<file path="config.mk">
export PLATFORM = sky130hd
export DESIGN_NAME = poe_port_seq
export DESIGN_NICKNAME = d
export VERILOG_FILES = /design/src/rtl/poe_seq_pkg.sv /design/src/rtl/poe_seq_timer.sv /design/src/rtl/poe_sig_judge.sv /design/src/rtl/poe_class_hold.sv /design/src/rtl/poe_seq_fsm.sv /design/src/rtl/poe_port_seq.sv
export SDC_FILE = /design/constraint.sdc
export NUM_CORES = 1
export LEC_CHECK = 0
export ABC_AREA = 1
export BUFFER_PORTS_ARGS = -buffer_cell sky130_fd_sc_hd__buf_4
export CAP_MARGIN = 10
export CORE_ASPECT_RATIO = 1.4
export CORE_MARGIN = 5
export CORE_UTILIZATION = 50
export DETAILED_ROUTE_END_ITERATION = 6
export HOLD_SLACK_MARGIN = 0.15
export PLACE_DENSITY = 0.76
export SYNTH_ARGS = -nofsm -noshare
export SYNTH_HDL_FRONTEND = slang
export SYNTH_SLANG_ARGS = --single-unit
</file>
<file path="constraint.sdc">
create_clock -name clk -period 3.1 [get_ports clk]
set_clock_uncertainty 0.1 [all_clocks]
set_input_delay 0.31 -clock clk [delete_from_list [all_inputs] [get_ports clk]]
set_output_delay 0.31 -clock clk [all_outputs]
set_load 0.02 [all_outputs]
</file>
<file path="src/rtl/poe_seq_pkg.sv">
package poe_seq_pkg;

  typedef enum logic [2:0] {
    PS_IDLE  = 3'd0,
    PS_DET   = 3'd1,
    PS_CLS   = 3'd2,
    PS_START = 3'd3,
    PS_POWER = 3'd4,
    PS_FAULT = 3'd5
  } port_status_e;

  typedef enum logic [1:0] {
    IL_OFF    = 2'd0,
    IL_INRUSH = 2'd1,
    IL_RUN1   = 2'd2,
    IL_RUN2   = 2'd3
  } ilim_code_e;

  typedef enum logic [3:0] {
    S_IDLE,
    S_DET,
    S_CLS1,
    S_MARK,
    S_CLS2,
    S_START,
    S_POWER,
    S_BACKOFF,
    S_FAULT
  } seq_state_e;

endpackage

</file>
<file path="src/rtl/poe_seq_timer.sv">
module poe_seq_timer #(
  parameter int TW = 20
) (
  input  logic          clk,
  input  logic          rst_n,
  input  logic          load,
  input  logic [TW-1:0] load_val,
  input  logic          dec,
  output logic          zero
);

  logic [TW-1:0] cnt_q;
  logic [TW-1:0] cnt_d;
  logic          cnt_en;

  always_comb begin
    cnt_en = load | dec;
    cnt_d  = cnt_q;
    if (load) begin
      cnt_d = load_val;
    end else if (dec && cnt_q != '0) begin
      cnt_d = cnt_q - 1'b1;
    end
  end

  always_ff @(posedge clk or negedge rst_n) begin
    if (!rst_n) begin
      cnt_q <= '0;
    end else if (cnt_en) begin
      cnt_q <= cnt_d;
    end
  end

  assign zero = (cnt_q == '0);

endmodule

</file>
<file path="src/rtl/poe_sig_judge.sv">
module poe_sig_judge #(
  parameter int RES_W   = 10,
  parameter int RES_LO  = 190,
  parameter int RES_HI  = 265,
  parameter int CAP_W   = 8,
  parameter int CAP_MIN = 100
) (
  input  logic [RES_W-1:0] meas_res,
  input  logic [CAP_W-1:0] meas_cap,
  output logic             res_ok,
  output logic             cap_ok
);

  localparam logic [RES_W-1:0] LO_V  = RES_W'(RES_LO);
  localparam logic [RES_W-1:0] HI_V  = RES_W'(RES_HI);
  localparam logic [CAP_W-1:0] CAP_V = CAP_W'(CAP_MIN);

  always_comb begin
    res_ok = (meas_res >= LO_V) && (meas_res <= HI_V);
    cap_ok = (meas_cap >= CAP_V);
  end

endmodule

</file>
<file path="src/rtl/poe_class_hold.sv">
module poe_class_hold #(
  parameter int CLASS_W = 3
) (
  input  logic               clk,
  input  logic               rst_n,
  input  logic               clr,
  input  logic               cap,
  input  logic [CLASS_W-1:0] din,
  output logic [CLASS_W-1:0] dout
);

  logic [CLASS_W-1:0] cls_q;
  logic [CLASS_W-1:0] cls_d;
  logic               cls_en;

  always_comb begin
    cls_en = clr | cap;
    cls_d  = clr ? '0 : din;
  end

  always_ff @(posedge clk or negedge rst_n) begin
    if (!rst_n) begin
      cls_q <= '0;
    end else if (cls_en) begin
      cls_q <= cls_d;
    end
  end

  assign dout = cls_q;

endmodule

</file>
<file path="src/rtl/poe_seq_fsm.sv">
module poe_seq_fsm
  import poe_seq_pkg::*;
#(
  parameter int N_PROBE      = 4,
  parameter int PROBE_W      = 2,
  parameter int N_FAULT      = 3,
  parameter int TW           = 20,
  parameter int BO_W         = 16,
  parameter int INRUSH_TICKS = 520000
) (
  input  logic               clk,
  input  logic               rst_n,
  input  logic               port_en,
  input  logic [N_FAULT-1:0] fault_in,
  input  logic               at_mode,
  input  logic               legacy_en,
  input  logic [BO_W-1:0]    backoff_ticks,
  input  logic               meas_valid,
  input  logic               res_ok,
  input  logic               cap_ok,
  input  logic               tmr_zero,
  output logic               tmr_load,
  output logic [TW-1:0]      tmr_val,
  output logic               tmr_dec,
  output logic               cls_clr,
  output logic               cls_cap,
  output logic               probe_req,
  output logic [PROBE_W-1:0] probe_lvl,
  output logic               class_req,
  output logic               mark_req,
  output logic               gate_en,
  output logic [1:0]         ilim_sel,
  output logic [2:0]         status
);

  localparam logic [PROBE_W-1:0] LAST_STEP  = PROBE_W'(N_PROBE - 1);
  localparam logic [TW-1:0]      INRUSH_VAL = TW'(INRUSH_TICKS - 1);

  seq_state_e         state_q, state_d;
  logic [PROBE_W-1:0] step_q, step_d;
  logic               mode_q, mode_d;

  // next-state logic
  always_comb begin
    state_d  = state_q;
    step_d   = step_q;
    mode_d   = mode_q;
    tmr_load = 1'b0;
    tmr_val  = '0;
    tmr_dec  = 1'b0;
    cls_clr  = 1'b0;
    cls_cap  = 1'b0;
    if (|fault_in) begin
      state_d = S_FAULT;
    end else if (!port_en) begin
      state_d = S_IDLE;
    end else begin
      unique case (state_q)
        S_IDLE: begin
          state_d = S_DET;
          step_d  = '0;
          mode_d  = at_mode;
          cls_clr = 1'b1;
        end
        S_DET: begin
          if (meas_valid) begin
            if (step_q != LAST_STEP) begin
              step_d = step_q + 1'b1;
            end else if (res_ok) begin
              state_d = S_CLS1;
            end else if (legacy_en && cap_ok) begin
              state_d  = S_START;
              tmr_load = 1'b1;
              tmr_val  = INRUSH_VAL;
            end else begin
              state_d  = S_BACKOFF;
              tmr_load = 1'b1;
              tmr_val  = TW'(backoff_ticks);
            end
          end
        end
        S_CLS1: begin
          if (meas_valid) begin
            cls_cap = 1'b1;
            if (mode_q) begin
              state_d = S_MARK;
            end else begin
              state_d  = S_START;
              tmr_load = 1'b1;
              tmr_val  = INRUSH_VAL;
            end
          end
        end
        S_MARK: begin
          if (meas_valid) begin
            state_d = S_CLS2;
          end
        end
        S_CLS2: begin
          if (meas_valid) begin
            cls_cap  = 1'b1;
            state_d  = S_START;
            tmr_load = 1'b1;
            tmr_val  = INRUSH_VAL;
          end
        end
        S_START: begin
          if (tmr_zero) begin
            state_d = S_POWER;
          end else begin
            tmr_dec = 1'b1;
          end
        end
        S_POWER: begin
          state_d = S_POWER;
        end
        S_BACKOFF: begin
          if (tmr_zero) begin
            state_d = S_IDLE;
          end else begin
            tmr_dec = 1'b1;
          end
        end
        S_FAULT: begin
          state_d = S_IDLE;
        end
        default: begin
          state_d = S_IDLE;
        end
      endcase
    end
  end

  // state registers
  always_ff @(posedge clk or negedge rst_n) begin
    if (!rst_n) begin
      state_q <= S_IDLE;
      step_q  <= '0;
      mode_q  <= 1'b0;
    end else begin
      state_q <= state_d;
      step_q  <= step_d;
      mode_q  <= mode_d;
    end
  end

  // output decode
  always_comb begin
    probe_req = (state_q == S_DET);
    probe_lvl = (state_q == S_DET) ? step_q : '0;
    class_req = (state_q == S_CLS1) || (state_q == S_CLS2);
    mark_req  = (state_q == S_MARK);
    gate_en   = (state_q == S_START) || (state_q == S_POWER);
    ilim_sel  = IL_OFF;
    status    = PS_IDLE;
    unique case (state_q)
      S_DET:   status = PS_DET;
      S_CLS1,
      S_MARK,
      S_CLS2:  status = PS_CLS;
      S_START: begin
        status   = PS_START;
        ilim_sel = IL_INRUSH;
      end
      S_POWER: begin
        status   = PS_POWER;
        ilim_sel = mode_q ? IL_RUN2 : IL_RUN1;
      end
      S_FAULT: status = PS_FAULT;
      default: status = PS_IDLE;
    endcase
  end

endmodule

</file>
<file path="src/rtl/poe_port_seq.sv">
module poe_port_seq
  import poe_seq_pkg::*;
#(
  parameter int N_PROBE      = 4,
  parameter int N_FAULT      = 3,
  parameter int RES_W        = 10,
  parameter int RES_LO       = 190,
  parameter int RES_HI       = 265,
  parameter int CAP_W        = 8,
  parameter int CAP_MIN      = 100,
  parameter int CLASS_W      = 3,
  parameter int BO_W         = 16,
  parameter int INRUSH_TICKS = 520000,
  parameter int PROBE_W      = $clog2(N_PROBE)
) (
  input  logic               clk,
  input  logic               rst_n,
  input  logic               port_en,
  input  logic [N_FAULT-1:0] fault_in,
  input  logic               at_mode,
  input  logic               legacy_en,
  input  logic [BO_W-1:0]    backoff_ticks,
  input  logic               meas_valid,
  input  logic [RES_W-1:0]   meas_res,
  input  logic [CAP_W-1:0]   meas_cap,
  input  logic [CLASS_W-1:0] meas_class,
  output logic               probe_req,
  output logic [PROBE_W-1:0] probe_lvl,
  output logic               class_req,
  output logic               mark_req,
  output logic               gate_en,
  output logic [1:0]         ilim_sel,
  output logic [2:0]         status,
  output logic [CLASS_W-1:0] class_out
);

  localparam int INR_W = $clog2(INRUSH_TICKS + 1);
  localparam int TW    = (INR_W > BO_W) ? INR_W : BO_W;

  logic          res_ok;
  logic          cap_ok;
  logic          tmr_zero;
  logic          tmr_load;
  logic          tmr_dec;
  logic [TW-1:0] tmr_val;
  logic          cls_clr;
  logic          cls_cap;

  poe_sig_judge #(
    .RES_W  (RES_W),
    .RES_LO (RES_LO),
    .RES_HI (RES_HI),
    .CAP_W  (CAP_W),
    .CAP_MIN(CAP_MIN)
  ) u_judge (
    .meas_res(meas_res),
    .meas_cap(meas_cap),
    .res_ok  (res_ok),
    .cap_ok  (cap_ok)
  );

  poe_seq_timer #(
    .TW(TW)
  ) u_timer (
    .clk     (clk),
    .rst_n   (rst_n),
    .load    (tmr_load),
    .load_val(tmr_val),
    .dec     (tmr_dec),
    .zero    (tmr_zero)
  );

  poe_class_hold #(
    .CLASS_W(CLASS_W)
  ) u_class (
    .clk  (clk),
    .rst_n(rst_n),
    .clr  (cls_clr),
    .cap  (cls_cap),
    .din  (meas_class),
    .dout (class_out)
  );

  poe_seq_fsm #(
    .N_PROBE     (N_PROBE),
    .PROBE_W     (PROBE_W),
    .N_FAULT     (N_FAULT),
    .TW          (TW),
    .BO_W        (BO_W),
    .INRUSH_TICKS(INRUSH_TICKS)
  ) u_fsm (
    .clk          (clk),
    .rst_n        (rst_n),
    .port_en      (port_en),
    .fault_in     (fault_in),
    .at_mode      (at_mode),
    .legacy_en    (legacy_en),
    .backoff_ticks(backoff_ticks),
    .meas_valid   (meas_valid),
    .res_ok       (res_ok),
    .cap_ok       (cap_ok),
    .tmr_zero     (tmr_zero),
    .tmr_load     (tmr_load),
    .tmr_val      (tmr_val),
    .tmr_dec      (tmr_dec),
    .cls_clr      (cls_clr),
    .cls_cap      (cls_cap),
    .probe_req    (probe_req),
    .probe_lvl    (probe_lvl),
    .class_req    (class_req),
    .mark_req     (mark_req),
    .gate_en      (gate_en),
    .ilim_sel     (ilim_sel),
    .status       (status)
  );

endmodule

</file>
Word-level counts from Yosys, hierarchy flattened
Index checks and enable logic that the tools add are counted.
{"block": "word_totals", "ff_bits": 29, "inputBits": 46, "output_inout_bits": 14, "word_cells": 101}
{"block": "classes", "add_sub_neg": 2, "magnitude_cmp": 3, "eq_ne": 18, "n_mux": 52, "n_bitwise": 3, "n_reduce_logical": 18}
{"cell": "$mux W19", "count": 11}
{"cell": "$pmux W19 S3", "count": 1}
{"cell": "$mux W4", "count": 10}
{"cell": "$pmux W4 S8", "count": 1}
{"cell": "$ne A4 B3 Y1 const B", "count": 7}
{"cell": "$logic_not A19 Y1", "count": 1}
{"cell": "$mux W1", "count": 19}
{"cell": "$reduce_bool A19 Y1", "count": 1}
{"cell": "$sub A19 B1 Y19 const B", "count": 1}
{"cell": "$eq A4 B3 Y1 const B", "count": 4}
{"cell": "$pmux W3 S5", "count": 1}
{"cell": "$ge A10 B8 Y1 const B", "count": 1}
{"cell": "$le A10 B9 Y1 const B", "count": 1}
{"cell": "$eq A4 B2 Y1 const B", "count": 2}
{"cell": "$ge A8 B7 Y1 const B", "count": 1}
{"cell": "$mux W2", "count": 4}
{"cell": "$pmux W2 S2", "count": 2}
{"cell": "$reduce_and A7 Y1", "count": 1}
{"cell": "$mux W3", "count": 2}
{"cell": "$reduce_or A3 Y1", "count": 2}
{"cell": "$reduce_and A5 Y1", "count": 1}
{"cell": "$eq A4 B1 Y1 const B", "count": 1}
{"cell": "$eq A4 B4 Y1 const B", "count": 1}
{"cell": "$logic_not A4 Y1", "count": 1}
{"cell": "other kinds (12)", "count": 19}

Logic depth before layout (Yosys ltp)
{"block": "logic_depth", "depth_word": 10, "depth_mapped": 14}

Cells and area by module
A second synthesis with hierarchy kept.
{"block": "hier_totals", "cells_unflattened": 431, "area_unflattened_um2": 2605.0}
{"module": "poe_seq_timer", "n_inst": 1, "cells_each": 219, "area_each_um2": 1388.8, "seq_area_each_um2": 475.5}
{"module": "poe_seq_fsm", "n_inst": 1, "cells_each": 167, "area_each_um2": 960.9, "seq_area_each_um2": 175.2}
{"module": "poe_sig_judge", "n_inst": 1, "cells_each": 31, "area_each_um2": 132.6, "seq_area_each_um2": 0.0}
{"module": "poe_class_hold", "n_inst": 1, "cells_each": 14, "area_each_um2": 122.6, "seq_area_each_um2": 75.1}

Worst setup path after synthesis
OpenSTA, ideal clock, no wires.
{"block": "synth_timing", "path_kind": "register to register", "startpoint": "register u_timer.cnt_q[0]", "endpoint": "register u_timer.cnt_q[12]", "setup_time_ns": 0.117, "arrival_time_ns": 1.693, "slack_ns": 1.189, "stages_incl_launch_ff": 13, "n_path_buf": 1, "synth_period_minus_slack_ns": 1.911, "path_cell_list": "dfrtp_1 inv_1 ha_1 nand2_2 nor2_4 nand3_1 nor2_1 nand3_1 nand2_2 buf_6 nand2_4 nand3_1 nand2_1"}
{"block": "synth_via", "elab_chain_len": 8, "elab_cells_between_ends": 13, "cone_classes": "1 x add/sub; 6 x mux; 1 x bitwise; 5 x reduce/logical"}
{"item": "start, declared", "line": "poe_seq_timer.sv:12", "rtl": "logic [TW-1:0] cnt_q;"}
{"item": "start signal, assigned", "line": "poe_seq_timer.sv:30", "rtl": "cnt_q <= cnt_d;"}
{"item": "parallel branches: the longest is 8 deep, another holds $sub A19 B1 Y19"}
Several ways; the timed one is not identified. The select of a mux whose other input is x is not followed.
A chain may end at the register's enable or synchronous reset.

Final worst setup path
{"block": "layout_timing", "startpoint": "register u_timer.cnt_q[0]", "endpoint": "register u_fsm.state_q[0]"}
{"block": "layout_via", "elab_chain_len": 3, "elab_cells_between_ends": 4, "cone_classes": "2 x eq/ne; 2 x reduce/logical"}
{"item": "$logic_not A19 Y1 *", "line": "poe_seq_timer.sv:34", "rtl": "assign zero = (cnt_q == '0);"}
{"item": "$ne A4 B3 Y1 (no line)"}
{"item": "$reduce_and A7 Y1 (no line) *"}
{"item": "end signal, assigned", "line": "poe_seq_fsm.sv:141", "rtl": "state_q <= state_d;"}
{"item": "end, declared", "line": "poe_seq_fsm.sv:39", "rtl": "seq_state_e state_q, state_d;"}
Every way passes the cells marked *; elsewhere a longest branch is shown, timed or not.

==> results.sh <==
export IMPL_leakage_nw=1.74
export IMPL_post_place_cells=494
export IMPL_startpoint="u_timer.cnt_q[0]"
export IMPL_slowest_delay_ns=0.38
export IMPL_gr_total_overflow=0
export IMPL_synth_area_sq_um=2510
export IMPL_area_growth_pct=23.8
export IMPL_post_cts_buffers=0
export IMPL_tns_ns=0
export IMPL_via_per_inst=5.25
export IMPL_clkLatencyLatePin_ns=0.29
export IMPL_pwr_share_clk_pct=44.8
export IMPL_yosys_warnings=0
export IMPL_antenna_found_initial=0
export IMPL_comb_power_share_pct=13.5
export IMPL_yosysTopAreaCellShare_pct=28.9
export IMPL_clkTransAtPathRegs_ns=0.07
export IMPL_hold_start="at_mode"
export IMPL_p_switching_uw=235
export IMPL_critical_path_startpoint_type="flip-flop"
export IMPL_gp_congestion=0.935
export IMPL_fin_crit_sh_pct=79.6
export IMPL_clkSinkCount=29
export IMPL_slowest_stage="dfrtp_1"
export IMPL_crit_required_ns=3.22
export IMPL_p_int_uw=713
export IMPL_p_per_area_nw_per_um2=305
export IMPL_numCtsBuffers=5
export IMPL_use_met2_pct=37.6
export IMPL_grt_pass1_vias=2516
export IMPL_diodes=0
export IMPL_vdd_drop_max_uv=235
export IMPL_cap_violations=0
export IMPL_final_cells=506
export IMPL_post_dp_hpwl_mm=5.06
export IMPL_rows=30
export IMPL_synth_top_area_cell="dfrtp_1"
export IMPL_synth_area_leaders="dfrtp_1 29%, nand2_1 15%, nand3_1 8.6%"
export IMPL_io_buffers=56
export IMPL_switching_share_pct=24.8
export IMPL_h_tree_depth=2
export IMPL_finalSetupViolCount=0
export IMPL_cts_resized_gates=0
export IMPL_mostFrequentLayoutCells="101 x nand2_1, 56 x buf_4, 48 x inv_1"
export IMPL_drive_gt1_share_pct=21.7
export IMPL_power_uw=949
export IMPL_grtUsageTotal_pct=21.0
export IMPL_synth_cell_types=33
export IMPL_final_common_cell="nand2_1"
export IMPL_ys_ff_latch=29
export IMPL_timing_hold_ws_ns=0.172
export IMPL_grt_pass1_wl_mm=11.1
export IMPL_die_area_sq_um=6560
export IMPL_rr_startpoint="u_timer.cnt_q[0]"
export IMPL_cts_tree="done"
export IMPL_synth_area_per_cell_sq_um=6.59
export IMPL_use_met3_pct=4.07
export IMPL_hold_class="primary input to flip-flop"
export IMPL_power_frac_seq_pct=41.7
export IMPL_boundaryPins=60
export IMPL_clock_path_buffers=2
export IMPL_crit_chain="inv_1 > ha_1 > nand2_2 > nor2_4 > nand2_2 > nor2_4 > nand3_2 > nand2_1 > nand2_1 > nor2_1 > inv_1 > o21ai_1"
export IMPL_nets=489
export IMPL_arrival_ns=2.58
export IMPL_timing_final_crit_period_ns=2.47
export IMPL_synth_nets=429
export IMPL_drcViolationCount=0
export IMPL_fillers=475
export IMPL_avgRoutedWirePerCell_microns=13.2
export IMPL_grt_use_met1_pct=24.4
export IMPL_cp_end_kind="flip-flop"
export IMPL_syn_inst=381
export IMPL_slew_headroom_pct=70.4
export IMPL_hold_viol=0
export IMPL_coreArea_sq_um=4880
export IMPL_die_x_microns=69.9
export IMPL_grt_busiest_layer="met2"
export IMPL_vias=2655
export IMPL_antenna_left=0
export IMPL_first_pass_iters=4
export IMPL_worstSetupPathType="flip-flop to flip-flop"
export IMPL_path_max_fanout=11
export IMPL_die_h_microns=93.8
export IMPL_maxSlewViolCount=0
export IMPL_outcome="finished, final reports clean"
export IMPL_fmax_ghz=0.405
export IMPL_ctsHoldBuffers=4
export IMPL_cts_root_buf="clkbuf_8"
export IMPL_worst_pin_slew_ns=0.443
export IMPL_rsz0062_at_grt="no"
export IMPL_grt_max_degree=30
export IMPL_drtIter0Drc=242
export IMPL_synth_seq_area_share_pct=28.9
export IMPL_routed_wl_mm=6.68
export IMPL_initial_utilization_pct=51.4
==> state kept, by name, summed over array words and instances (netlist names) <==
| name | count |
|---|---|
| u_timer.cnt_q | 19 |
| u_fsm.state_q | 4 |
| u_class.dout | 3 |
| u_fsm.step_q | 2 |
| u_fsm.mode_q | 1 |
==> Yosys cell counts <==
| master | instances |
|---|---|
| nand3b_1 | 3 |
| and2_1 | 1 |
| nand2_4 | 5 |
| buf_4 | 1 |
| nand4_1 | 10 |
| o21ai_2 | 7 |
| a31oi_1 | 1 |
| nand3_2 | 3 |
| buf_6 | 4 |
| o21ai_1 | 6 |
| inv_2 | 4 |
| nor2_1 | 46 |
| nand2_1 | 101 |
| nor4_1 | 2 |
| nor2_4 | 3 |
| nor3_4 | 1 |
| nand2_8 | 1 |
| xnor2_1 | 6 |
| nand2_2 | 4 |
| nand3_1 | 43 |
| xor2_1 | 10 |
| dfrtp_1 | 29 |
| o22ai_1 | 1 |
| nor2_2 | 3 |
| a21oi_1 | 6 |
| inv_4 | 1 |
| o211ai_1 | 1 |
| nor2_8 | 1 |
| inv_1 | 48 |
| o21ai_0 | 20 |
| clkbuf_1 | 2 |
| nor3_1 | 5 |
| ha_1 | 2 |
==> stage by stage <==
stage               instance area (sq um)  setup WS [ns]  util, %
detailed placement                   2950          0.674     60.5
floorplan                            2510           1.19        -
finish                               3110          0.634     63.7
global placement                     2950          0.749     60.5
global route                         3110          0.426     63.7
CTS                                  3110          0.651     63.7
==> routing by layer <==
| metal | up-vias | wire [microns] |
|---|---|---|
| met1 | 1219 | 2640 |
| met4 | 0 | 94 |
| met3 | 9 | 426 |
| met2 | 82 | 3510 |
| li1 | 1345 | - |
| met5 | - | 0 |
==> critical path: cells and delay by family, from the launching register on <==
kind / cells / cell delay [ns]
flops: 1 / 0.38
simple gates: 8 / 1.35
compound gates: 1 / 0.12
fa+ha+maj: 1 / 0.25
buf+inv: 2 / 0.19
==> layout make-up <==
cell class	count	area [sq um]	share of cell area, %
inverter	53	201	6.48
tap	64	80.1	2.58
sequential	29	726	23.4
clock buffer	7	86.3	2.78
clock inverter	1	30.0	0.967
timing repair buffer	60	460	14.8
multi-input combinational	292	1520	49.0
==> final timing paths <==
check | cells after the start | slack, ns | endpoint
setup / recovery | 12 | 0.63 | u_fsm.state_q[0]
hold / removal | 3 | 0.17 | u_fsm.mode_q
setup reg to reg | 12 | 0.63 | u_fsm.state_q[0]
hold reg to reg | 2 | 0.42 | u_class.dout[0]
max in group asynchronous | 2 | 2.22 | u_fsm.state_q[1]
min in group asynchronous | 2 | 0.38 | u_timer.cnt_q[0]
==> power by group through the flow <==
stage / sequential [mW] / clock [mW] / combinational (mW)
finish: 0.396 / 0.425 / 0.128
global route: 0.397 / 0.440 / 0.144
CTS: 0.396 / 0.426 / 0.130
detailed placement: 0.403 / 0 / 0.126
global placement: 0.402 / 0 / 0.124
floorplan: 0.408 / 0 / 0.0490
==> cell families after synthesis <==
family	after synthesis	synth area share, %
buffers and inverters	60	10.4
XOR/XNOR	16	5.58
AND/OR/NAND/NOR	232	44.5
AO/OA/AOI/OAI	42	9.62
flip-flops	29	28.9
adder cells (fa/ha/maj)	2	0.997
Power figures use the tool's default switching activity.
